==> config.mk <==
export PLATFORM = sky130hd
export DESIGN_NAME = chan_guard
export DESIGN_NICKNAME = d
export VERILOG_FILES = /design/src/rtl/chan_guard_pkg.sv /design/src/rtl/cg_turnon_delay.sv /design/src/rtl/cg_oc_watch.sv /design/src/rtl/cg_blank_timer.sv /design/src/rtl/chan_guard.sv
export SDC_FILE = /design/constraint.sdc
export NUM_CORES = 1
export LEC_CHECK = 0
export BUFFER_PORTS_ARGS = -buffer_cell sky130_fd_sc_hd__buf_2
export CAP_MARGIN = 10
export CORE_ASPECT_RATIO = 0.7
export CORE_MARGIN = 5
export CORE_UTILIZATION = 32
export DETAILED_ROUTE_END_ITERATION = 12
export MAX_ROUTING_LAYER = met4
export PLACE_DENSITY_LB_ADDON = 0.2
export SLEW_MARGIN = 20
export SYNTH_ARGS = -nofsm -noshare
export SYNTH_HDL_FRONTEND = slang
export SYNTH_SLANG_ARGS = --single-unit
==> constraint.sdc <==
create_clock -name clk -period 2.6 [get_ports clk]
set_clock_uncertainty 0.1 [all_clocks]
set_input_delay 0.39 -clock clk [delete_from_list [all_inputs] [get_ports clk]]
set_output_delay 0.39 -clock clk [all_outputs]
set_load 0.01 [all_outputs]
==> src/rtl/chan_guard_pkg.sv <==
`timescale 1ns/1ps
package chan_guard_pkg;

  // Counter width able to hold values 0..n
  function automatic int span_bits(input int n);
    return (n < 2) ? 1 : $clog2(n + 1);
  endfunction

  // True on the tick that completes a window of 'limit' ticks
  function automatic logic window_done(input int unsigned cnt, input int unsigned limit);
    return (cnt + 1) == limit;
  endfunction

endpackage

==> src/rtl/cg_turnon_delay.sv <==
`timescale 1ns/1ps
module cg_turnon_delay
  import chan_guard_pkg::*;
#(
  parameter int DELAY_US = 5
) (
  input  logic clk,
  input  logic rst_n,
  input  logic cmd_on,
  input  logic tick_us,
  output logic ready
);
  localparam int CW = span_bits(DELAY_US);

  logic [CW-1:0] cnt_q;
  logic          ready_q;

  always_ff @(posedge clk or negedge rst_n) begin
    if (!rst_n) begin
      cnt_q   <= '0;
      ready_q <= 1'b0;
    end else if (!cmd_on) begin
      cnt_q   <= '0;
      ready_q <= 1'b0;
    end else if (!ready_q && tick_us) begin
      if (window_done(32'(cnt_q), DELAY_US)) ready_q <= 1'b1;
      else                                   cnt_q   <= cnt_q + 1'b1;
    end
  end

  assign ready = ready_q;

  // ready never survives a low command
  a_r3_ready_drops: assert property (@(posedge clk) disable iff (!rst_n)
    !cmd_on |=> !ready_q);

endmodule

==> src/rtl/cg_oc_watch.sv <==
`timescale 1ns/1ps
module cg_oc_watch
  import chan_guard_pkg::*;
#(
  parameter int DEAD_US = 50
) (
  input  logic clk,
  input  logic rst_n,
  input  logic tick_us,
  input  logic cmd_on,
  input  logic gate_on,
  input  logic oc_in,
  input  logic lock_en,
  output logic tripped,
  output logic trip_pulse
);
  localparam int CW = span_bits(DEAD_US);

  logic [CW-1:0] cnt_q;
  logic          trip_q, pulse_q;
  logic          oc_run, fire;

  assign oc_run = gate_on & oc_in & lock_en;
  assign fire   = oc_run & tick_us & window_done(32'(cnt_q), DEAD_US);

  always_ff @(posedge clk or negedge rst_n) begin
    if (!rst_n) begin
      cnt_q   <= '0;
      trip_q  <= 1'b0;
      pulse_q <= 1'b0;
    end else begin
      pulse_q <= fire;
      trip_q  <= cmd_on & (trip_q | fire);
      if (!oc_run || fire) cnt_q <= '0;
      else if (tick_us)    cnt_q <= cnt_q + 1'b1;
    end
  end

  assign tripped    = trip_q;
  assign trip_pulse = pulse_q;

  // the dwell timer stays inside the dead time
  a_r5_cnt_bound: assert property (@(posedge clk) disable iff (!rst_n)
    32'(cnt_q) < DEAD_US);

  // a dropout of the overcurrent clears the timer
  a_r5_dropout_clears: assert property (@(posedge clk) disable iff (!rst_n)
    !oc_in |=> (cnt_q == '0));

  // an overload pulse lasts a single clock
  a_r4_pulse_single: assert property (@(posedge clk) disable iff (!rst_n)
    pulse_q |=> !pulse_q);

endmodule

==> src/rtl/cg_blank_timer.sv <==
`timescale 1ns/1ps
module cg_blank_timer
  import chan_guard_pkg::*;
#(
  parameter int BLANK_US = 300
) (
  input  logic clk,
  input  logic rst_n,
  input  logic tick_us,
  input  logic commit,
  output logic blanking
);
  localparam int CW = span_bits(BLANK_US);

  logic [CW-1:0] cnt_q;
  logic          blank_q;

  always_ff @(posedge clk or negedge rst_n) begin
    if (!rst_n) begin
      cnt_q   <= '0;
      blank_q <= 1'b0;
    end else if (commit) begin
      cnt_q   <= '0;
      blank_q <= 1'b1;
    end else if (blank_q && tick_us) begin
      if (window_done(32'(cnt_q), BLANK_US)) begin
        cnt_q   <= '0;
        blank_q <= 1'b0;
      end else begin
        cnt_q <= cnt_q + 1'b1;
      end
    end
  end

  assign blanking = blank_q;

  // a commit always opens the blanking window
  a_r8_commit_blanks: assert property (@(posedge clk) disable iff (!rst_n)
    commit |=> blank_q);

  // the window only ends on a tick
  a_r8_end_on_tick: assert property (@(posedge clk) disable iff (!rst_n)
    $fell(blank_q) |-> $past(tick_us));

endmodule

==> src/rtl/chan_guard.sv <==
`timescale 1ns/1ps
module chan_guard #(
  parameter bit LOW_SIDE    = 1'b1,
  parameter int OC_DEAD_US  = 50,
  parameter int UL_BLANK_US = 300,
  parameter int LS_DELAY_US = 5
) (
  input  logic clk,
  input  logic rst_n,
  input  logic tick_us,
  input  logic commit,
  input  logic cmd_on,
  input  logic lock_en,
  input  logic oc_in,
  input  logic ol_in,
  output logic gate_en,
  output logic gate_status,
  output logic ovl_set,
  output logic unl_set
);
  logic on_ready;
  logic tripped, trip_pulse;
  logic blanking;
  logic gate_q, stat_q, unl_q;

  generate
    if (LOW_SIDE) begin : g_low
      cg_turnon_delay #(.DELAY_US(LS_DELAY_US)) u_delay (
        .clk    (clk),
        .rst_n  (rst_n),
        .cmd_on (cmd_on),
        .tick_us(tick_us),
        .ready  (on_ready)
      );
    end else begin : g_high
      assign on_ready = 1'b1;
    end
  endgenerate

  cg_oc_watch #(.DEAD_US(OC_DEAD_US)) u_oc (
    .clk       (clk),
    .rst_n     (rst_n),
    .tick_us   (tick_us),
    .cmd_on    (cmd_on),
    .gate_on   (gate_q),
    .oc_in     (oc_in),
    .lock_en   (lock_en),
    .tripped   (tripped),
    .trip_pulse(trip_pulse)
  );

  cg_blank_timer #(.BLANK_US(UL_BLANK_US)) u_blank (
    .clk     (clk),
    .rst_n   (rst_n),
    .tick_us (tick_us),
    .commit  (commit),
    .blanking(blanking)
  );

  always_ff @(posedge clk or negedge rst_n) begin
    if (!rst_n) begin
      gate_q <= 1'b0;
      stat_q <= 1'b0;
      unl_q  <= 1'b0;
    end else begin
      gate_q <= cmd_on & on_ready & ~tripped;
      stat_q <= gate_q;
      unl_q  <= gate_q & ol_in & ~blanking;
    end
  end

  assign gate_en     = gate_q;
  assign gate_status = stat_q;
  assign ovl_set     = trip_pulse;
  assign unl_set     = unl_q;

  // an overload report is followed by the gate switching off
  a_r4_cut_follows: assert property (@(posedge clk) disable iff (!rst_n)
    ovl_set |=> !gate_en);

  // no overload report unless the lockout was enabled
  a_r6_lock_needed: assert property (@(posedge clk) disable iff (!rst_n)
    ovl_set |-> $past(lock_en));

  // a latched cutoff holds the gate off while the command stays high
  a_r7_hold_off: assert property (@(posedge clk) disable iff (!rst_n)
    (tripped && cmd_on) |=> !gate_en);

  // a gate rise needs the turn-on delay to be complete
  a_r3_rise_ready: assert property (@(posedge clk) disable iff (!rst_n)
    $rose(gate_q) |-> on_ready);

  // an underload report needs a driven gate outside blanking
  a_r9_unl_cause: assert property (@(posedge clk) disable iff (!rst_n)
    unl_set |-> ($past(gate_q) && $past(!blanking)));

  // the status follows the gate state
  a_r10_status: assert property (@(posedge clk) disable iff (!rst_n)
    gate_status |-> $past(gate_en));

endmodule

==> metrics.md, run 1 <==
| Metric | Value |
|---|---|
| CP Data Required Time | 2700 ps |
| Peak VDD IR | 198 uV |
| Critical path class | reg -> reg |
| Final Hold Viols | 0 |
| Pwr dens | 468 nW/um^2 |
| Largest buffer count on any clock path | 2 |
| Total gr overflow | 0 |
| CTS Sinks | 25 |
| Layout area overhead | 11.5% |
| DR iter-0 viols | 189 |
| Post-CTS Setup Bufs | 0 |
| DR vias | 957 |
| Post-Synth Simple-Gate Area | 23.8% |
| Ports | 12 |
| Post_cts resized | 0 |
| Synth Cell Area | 1300 um^2 |
| Clock Latency Late Sink | 260 ps |
| Tcrit/Tclk final | 67.7% |
| Placeable Area | 3920 um^2 |
| Hold crit path type | in -> async |
| Post-synthesis mux area share | 3.27% |
| Hold Slack | 5.20 ps |
| Xor/xnor share of the synthesized area | 6.74% |
| Worst r2r path cells | 5 |
| Flop2flop setup slack | 840 ps |
| Comb power frac | 7.1% |
| Worst setup SP type | register |
| Yosys warns | 0 |
| Unrepaired setup endpoints after global routing | false |
| Clock-pin slew on the worst setup and hold paths | 90 ps |
| CP max FO | 5 |
| Synth Area in Adders | 4.81% |
| Root Driver | clkbuf_8 |
| Most common cell after layout, fill and taps aside | dfrtp_1 |
| Yosys reg bits | 25 |
| Psw | 157 uW |
| Layout cells sized above 1 | 14.6% |
| Syn_nets | 146 |
| First-pass GRT wire length | 4470 um |
| Buffers on Ports | 11 |
| Synth Area in Compound Gates | 10.9% |
| Sequential area share after synthesis | 48.1% |
| Total CTS buffers | 3 |
| Static leakage | 0.000610 uW |
| Die X-Extent | 86.2 um |
| CTS tree | built |
| Syn avg cell area | 9.77 um^2 |
| Sw frac | 23.2% |
| Worst-Margin Slew | 566 ps |
| Total track usage | 10.7% |
| Sequential share of power | 59.0% |
| Htree depth | 1 |
| Die H | 63.3 um |
| Worst path max stage delay | 420 ps |
| N_diodes | 0 |
| Status | finished clean |
| Largest family of logic cells by synthesized area | simple AND/OR/NAND/NOR gates |
| Setup TNS | 0 ps |
| Initial DRT Pass Iterations | 5 |
| Arr. time, crit path | 1860 ps |
| Internal power | 521 uW |
| Drc violations | 0 |
| Row count | 19 |
| Post-synth ARST share | 100% |
| Placer Congestion | 0.822 |
| Commonest cells after routing, fill and taps aside | 25 x dfrtp_1, 17 x nor2_1, 13 x nand2_1 |
| Critical Path End Type | register |
| Crit path depth | 5 |
| WL per Instance | 13.0 um |
| Detailed Place HPWL | 1840 um |
| Buffer and inverter count on the worst path | 0 |
| Vias/cell | 4.88 |
| Full die area | 5460 um^2 |
| Crit path cell chain | ha_1 > and4bb_4 > and4_4 > or3_1 > a21oi_2 |
| Starting Density | 33.1% |
| Post-synthesis cell type count | 39 |
| Slowest cell on the critical path | dfrtp_1 |
| Primary FF master, synth | dfrtp_1 |
| Delay-heaviest family, CP | simple AND/OR/NAND/NOR gates |
| Nets | 158 |
| Post-synth EDFFs | 0 |
| Vias in the first global route | 931 |
| Initial antenna violation count | 0 |
| # setup viols final | 0 |
| Total Routed Length | 2560 um |
| Clk pwr share | 33.9% |
| Max Clk Rate | 568 MHz |
| Antenna Nets Post-Route | 0 |
| Min Clock Period, post-route | 1760 ps |
| Max-slew headroom | 62.3% |
| Max Cap Viol | 0 |
| Gate Count Post-Synth | 133 |
| Post-CTS Hold Fix Bufs | 0 |
| Largest net degree at the start of global routing | 26 |
| Fin. max-slew vios | 0 |
## flip-flops by register name (all words and copies together) (netlist names)
name                 cells
g_low.u_delay.cnt_q      3
g_low.u_delay.ready      1
gate_en                  1
gate_status              1
u_blank.blanking         1
u_blank.cnt_q            9
u_oc.cnt_q               6
u_oc.trip_pulse          1
u_oc.tripped             1
unl_set                  1
## metal layers
layer  global-route usage, %  part of all wire, %  vias to the layer above
met5                       -                    0                        -
met4                    3.70                  1.1                        0
met3                    3.65                  4.8                        2
met2                    14.1                   42                       18
met1                    15.2                   52                      439
li1                        -                    -                      498
## worst paths after layout
path	start	to
min in group clk	ol_in	unl_set
max	u_blank.cnt_q[0]	u_blank.cnt_q[2]
max in group asynchronous	rst_n	u_blank.cnt_q[7]
max reg2reg	u_blank.cnt_q[0]	u_blank.cnt_q[2]
min	rst_n	u_oc.cnt_q[2]
min reg2reg	u_oc.tripped	gate_en
## metrics by stage
step / util [%] / setup WS, ps / cell area, um^2 / instances / total power [uW]
2_1_floorplan: - / 944 / 1300 / 133 / 435
3_3_place_gp: 35.8 / 909 / 1400 / 192 / 455
3_5_place_dp: 35.8 / 865 / 1400 / 192 / 456
4_1_cts: 36.9 / 855 / 1450 / 196 / 693
5_1_grt: 36.9 / 772 / 1450 / 196 / 712
6_report: 36.9 / 841 / 1450 / 196 / 678
## power groups by stage
stage	logic (uW)	registers, uW	clock network [uW]
after floorplan	28.4	407	0
after global placement	47.5	407	0
after detailed placement	48.6	408	0
after CTS	48.9	400	244
after global routing	56.4	401	254
final	47.8	400	230
## cells in the mapped netlist (all sizes together), types with 2 or more instances
cell	n	area share [%]
nor3	3	1.2
dfrtp	25	48
inv	4	1.2
o21ai	2	0.77
mux2	2	1.7
mux2i	2	1.5
xnor2	5	3.4
nand3	9	3.5
nand4	9	4.3
clkbuf	3	0.96
nor2	17	4.9
nand2	13	3.8
xor2	5	3.4
or3	2	0.96
a21oi	6	2.6
ha	5	4.8
## cell families (layout without fill, tap and decap cells)
logic type                 Yosys count  in the layout
muxes                                4              4
AOI/OAI and AO/OA                   20             20
xor gates and xnor gates            10             10
adders and majority gates            5              5
and+or+nand+nor                     61             61
buffers and inverters                8             19
DFF                                 25             25
## final cells by class
type                            instances  area, um^2
Clock buffer                            4        45.0
Fill cell                             392        2470
Inverter                                4        15.0
Multi-Input combinational cell        100         643
Sequential cell                        25         626
Tap cell                               52        65.1
Timing Repair Buffer                   11        55.1
No activity file was read; power rests on OpenSTA's default activity.
==> run 2: changes to the inputs <==
Clock period 2.6 ns to 1.8 ns, I/O delays scaled along.
==> metrics.md, run 2 (synthesis results as in run 1) <==
| Metric | Value |
|---|---|
| Total gr overflow | 0 (unchanged) |
| Non-filler cells, final | 199 (+1.5%) |
| Hold crit path type | in -> reg |
| Root Driver | clkbuf_8 |
| Worst setup SP type | register |
| Setup TNS | 0 ps (unchanged) |
| Peak VDD IR | 235 uV (+19%) |
| Fin. max-slew vios | 0 (unchanged) |
| Commonest cells after routing, fill and taps aside | 25 x dfrtp_1, 17 x nor2_1, 13 x nand2_1 |
| Die X-Extent | 86.2 um (unchanged) |
| Drc violations | 0 (unchanged) |
| Unrepaired setup endpoints after global routing | false |
| Largest net degree at the start of global routing | 26 (unchanged) |
| Status | finished clean |
| Vias/cell | 5.10 (+4.5%) |
| Full die area | 5460 um^2 (unchanged) |
| Ports | 12 (unchanged) |
| Antenna Nets Post-Route | 0 (unchanged) |
| Arr. time, crit path | 1800 ps (-60 ps) |
| Biggest regs | u_blank.cnt_q (9), u_oc.cnt_q (6), g_low.u_delay.cnt_q (3) |
| Most common cell after layout, fill and taps aside | dfrtp_1 |
| Layout cells sized above 1 | 15.6% (+1.1 points) |
| Row count | 19 (unchanged) |
| Largest buffer count on any clock path | 2 (unchanged) |
| Max-slew headroom | 61.8% (-0.47 points) |
| Initial DRT Pass Iterations | 4 (-1) |
| Placer Congestion | 0.808 (-1.7%) |
| N_diodes | 0 (unchanged) |
| Pwr dens | 670 nW/um^2 (+43%) |
| Clock Latency Late Sink | 270 ps (about the same) |
| Post-CTS Hold Fix Bufs | 1 (+1) |
| CP max FO | 4 (-1) |
| Placeable Area | 3920 um^2 (unchanged) |
| Static leakage | 0.000624 uW (+2.4%) |
| Post-CTS Setup Bufs | 0 (unchanged) |
| Filler cells | 389 (-0.77%) |
| Starting Density | 33.1% (unchanged) |
| Area of the multi-input gates | 643 um^2 (unchanged) |
| Worst-Margin Slew | 573 ps (+6.98 ps) |
| DR iter-0 viols | 54 (-71%) |
| First-pass GRT wire length | 4550 um (+1.7%) |
| Post_cts resized | 0 (unchanged) |
| Tcrit/Tclk final | 93.9% (+26 points) |
| DR vias | 1015 (+6.1%) |
| Min Clock Period, post-route | 1690 ps (-68.2 ps) |
| Max Clk Rate | 591 MHz (+4.0%) |
| Total Routed Length | 2610 um (+2.1%) |
| Max reg flops | 9 (unchanged) |
| Buffers on Ports | 11 (unchanged) |
| Critical Path End Type | register |
| WL per Instance | 13.1 um (+0.53%) |
| Largest Register | u_blank.cnt_q |
| Max Cap Viol | 0 (unchanged) |
| Die H | 63.3 um (unchanged) |
| Initial antenna violation count | 0 (unchanged) |
| Vias in the first global route | 1004 (+7.8%) |
| Layout area overhead | 13.4% |
| CTS tree | built |
| Clock-pin slew on the worst setup and hold paths | 90 ps (about the same) |
| Nets | 161 (+1.9%) |
| CTS Sinks | 25 (unchanged) |
| Reg area | 626 um^2 (unchanged) |
| Total CTS buffers | 3 (unchanged) |
| Critical path class | reg -> reg |
| CP Data Required Time | 1910 ps (-790 ps) |
| Dpl cells | 194 (+1.0%) |
| Final Hold Viols | 0 (unchanged) |
| Detailed Place HPWL | 1920 um (+4.6%) |
| Total track usage | 10.7% (-0.087 points) |
| # setup viols final | 0 (unchanged) |
| Htree depth | 1 (unchanged) |
## run 2: cell types whose count changed in the layout (fill, tap and decap cells not counted)
cell,previous run,this run
buf_4,0,2
dlygate4sd3_1,0,1
## run 2: cell type report
cell class | count | share of cell area (%)
clock buffers | 4 | 3.06
inverters | 4 | 1.02
multi-input cells | 100 | 43.6
flip-flops and latches | 25 | 42.4
well taps | 52 | 4.41
repair buffers | 14 | 5.43
## run 2: where the power goes
group / total, uW / switching [uW] / internal (uW)
logic: 73.5 / 45.7 / 27.9
clock network: 336 / 178 / 158
registers: 578 / 9.09 / 569
## run 2: final timing paths
path | from | to | slack (ps) | depth (start not counted)
min reg2reg | u_oc.tripped | gate_en | 330 | 1
max in group asynchronous | rst_n | u_oc.trip_pulse | 800 | 2
max | u_blank.cnt_q[0] | u_blank.cnt_q[2] | 110 | 5
min | ol_in | unl_set | 140 | 2
min in group asynchronous | rst_n | u_oc.cnt_q[2] | 420 | 2
max reg2reg | u_blank.cnt_q[0] | u_blank.cnt_q[2] | 110 | 5
## run 2: layer usage
metal / part of all wire, % / up-vias / global-route usage (%)
li1: - / 504 / -
met1: 51 / 489 / 14.2
met2: 43 / 17 / 16.0
met3: 4.7 / 5 / 3.39
met4: 0.96 / 0 / 2.33
met5: 0 / - / -
## run 2: critical path, cell delays in order (launching register included)
cell      delay (ps)
dfrtp_1          410
ha_1             220
and4bb_4         220
and4_4           200
or3_1            360
a21oi_2          120
## run 2: stage by stage
stage	total power, uW	hold slack (ps)	worst slack (ps)	cell area (um^2)	utilization (%)
2_1_floorplan	628	-126	144	1300	-
3_3_place_gp	660	205	167	1420	36.2
3_5_place_dp	663	208	129	1420	36.2
4_1_cts	1010	130	110	1470	37.6
5_1_grt	1040	128	52.1	1470	37.6
6_report	988	136	109	1470	37.6
==> run 3: changes to the inputs <==
Clock period 1.8 ns to 2.15 ns, I/O delays scaled along.
==> metrics.md, run 3 (synthesis results as in run 1) <==
| Metric | Value |
|---|---|
| CTS tree | built |
| CP Data Required Time | 2260 ps (+350 ps) |
| Vias in the first global route | 900 (-10%) |
| Root Driver | clkbuf_8 |
| Detailed Place HPWL | 1850 um (-3.7%) |
| Total Routed Length | 2530 um (-3.2%) |
| Worst r2r path cells | 5 (unchanged) |
| Dpl cells | 192 (-1.0%) |
| Htree depth | 1 (unchanged) |
| Biggest regs | u_blank.cnt_q (9), u_oc.cnt_q (6), g_low.u_delay.cnt_q (3) |
| Clock Latency Late Sink | 270 ps (about the same) |
| Clock-pin slew on the worst setup and hold paths | 90 ps (about the same) |
| Critical path class | reg -> reg |
| Initial DRT Pass Iterations | 4 (unchanged) |
| Antenna Nets Post-Route | 0 (unchanged) |
| Die X-Extent | 86.2 um (unchanged) |
| Final Hold Viols | 0 (unchanged) |
| Initial antenna violation count | 0 (unchanged) |
| Fin. max-slew vios | 0 (unchanged) |
| Area of the multi-input gates | 643 um^2 (unchanged) |
| Placer Congestion | 0.836 (+3.5%) |
| Buffers on Ports | 11 (unchanged) |
| # setup viols final | 0 (unchanged) |
| Min Clock Period, post-route | 1750 ps (+59.4 ps) |
| Reg area | 626 um^2 (unchanged) |
| Max Clk Rate | 571 MHz (-3.4%) |
| Die H | 63.3 um (unchanged) |
| Status | finished clean |
| Max reg flops | 9 (unchanged) |
| N_diodes | 0 (unchanged) |
| CTS Sinks | 25 (unchanged) |
| Setup TNS | 0 ps (unchanged) |
| Pwr dens | 564 nW/um^2 (-16%) |
| Most common cell after layout, fill and taps aside | dfrtp_1 |
| Static leakage | 0.000614 uW (-1.6%) |
| Starting Density | 33.1% (unchanged) |
| Vias/cell | 5.13 (+0.52%) |
| Post_cts resized | 0 (unchanged) |
| Max-slew headroom | 61.6% (-0.20 points) |
| Filler cells | 384 (-1.3%) |
| Peak VDD IR | 215 uV (-8.5%) |
| Row count | 19 (unchanged) |
| Top Layer Used | met4 |
| Layout cells sized above 1 | 14.5% (-1.2 points) |
| HP Start | ol_in |
| Ports | 12 (unchanged) |
| Critical Path End Type | register |
| Worst setup path start | u_blank.cnt_q[0] |
| WL per Instance | 12.8 um (-2.2%) |
| Largest Register | u_blank.cnt_q |
| Post-CTS Setup Bufs | 0 (unchanged) |
| Total gr overflow | 0 (unchanged) |
| Largest net degree at the start of global routing | 26 (unchanged) |
| DR WL met2 | 1000 um (-11%) |
| Largest buffer count on any clock path | 2 (unchanged) |
| DR vias | 1010 (-0.49%) |
| First-pass GRT wire length | 4210 um (-7.4%) |
| CP max FO | 5 (+1) |
| DRT met1 WL | 1320 um (-1.7%) |
| Commonest cells after routing, fill and taps aside | 25 x dfrtp_1, 17 x nor2_1, 13 x nand2_1 |
| Total track usage | 10.2% (-0.43 points) |
| Full die area | 5460 um^2 (unchanged) |
| WL met3 | 156 um (+28%) |
| Placeable Area | 3920 um^2 (unchanged) |
| Nets | 159 (-1.2%) |
| Worst setup SP type | register |
| Hold crit path type | in -> reg |
| Post-CTS Hold Fix Bufs | 1 (unchanged) |
| Drc violations | 0 (unchanged) |
| Total CTS buffers | 3 (unchanged) |
| DR iter-0 viols | 122 (+130%) |
| FF-to-FF Start | u_blank.cnt_q[0] |
| Unrepaired setup endpoints after global routing | false |
| Max Cap Viol | 0 (unchanged) |
| Arr. time, crit path | 1860 ps (+60 ps) |
| Worst-Margin Slew | 576 ps (+2.97 ps) |
| Tcrit/Tclk final | 81.4% (-13 points) |
| WHS Path Cells | 2 (unchanged) |
| Non-filler cells, final | 197 (-1.0%) |
| Layout area overhead | 12.2% |
[run 3: worst paths after layout]
| kind | endpoint | slack, ps |
|---|---|---|
| worst max-delay path | u_blank.cnt_q[2] | 400 |
| max in group asynchronous | gate_en | 1090 |
| worst min-delay path | unl_set | 180 |
| worst max register to register | u_blank.cnt_q[2] | 400 |
| worst min register to register | gate_en | 350 |
| min in group asynchronous | u_oc.cnt_q[3] | 470 |
[run 3: where the power goes]
part	internal, uW	switching [uW]	total [uW]	leakage [uW]
Combinational	21.6	37.0	58.6	0.000250
Sequential	477	6.98	484	0.000341
Clock	133	148	281	0.0000228
[run 3: worst max-delay path, cell delays in order (launching register included)]
cell      delay (ps)
dfrtp_1          410
ha_1             270
and4bb_4         240
and4_4           190
or3_1            360
a21oi_2          120
[run 3: routing by layer]
| metal | vias to the layer above | global-route usage, % |
|---|---|---|
| met5 | - | - |
| met2 | 41 | 13.2 |
| met4 | 0 | 5.06 |
| met3 | 4 | 3.39 |
| met1 | 467 | 14.1 |
| li1 | 498 | - |
[run 3: per-stage QoR]
step / util [%] / worst slack (ps) / hold slack [ps] / area (um^2) / power [uW]
final: 37.2 / 400 / 183 / 1460 / 823
after CTS: 37.2 / 403 / 178 / 1460 / 840
after global routing: 37.2 / 354 / 180 / 1460 / 864
after floorplan: - / 494 / -73.1 / 1300 / 526
after detailed placement: 35.8 / 425 / 257 / 1400 / 551
after global placement: 35.8 / 467 / 255 / 1400 / 550
[run 3: final cells by class]
class	count	share of cell area, %
timing repair buffer	12	4.46
inverter	4	1.03
tap	52	4.46
sequential	25	42.9
multi-input combinational	100	44.1
clock buffer	4	3.09
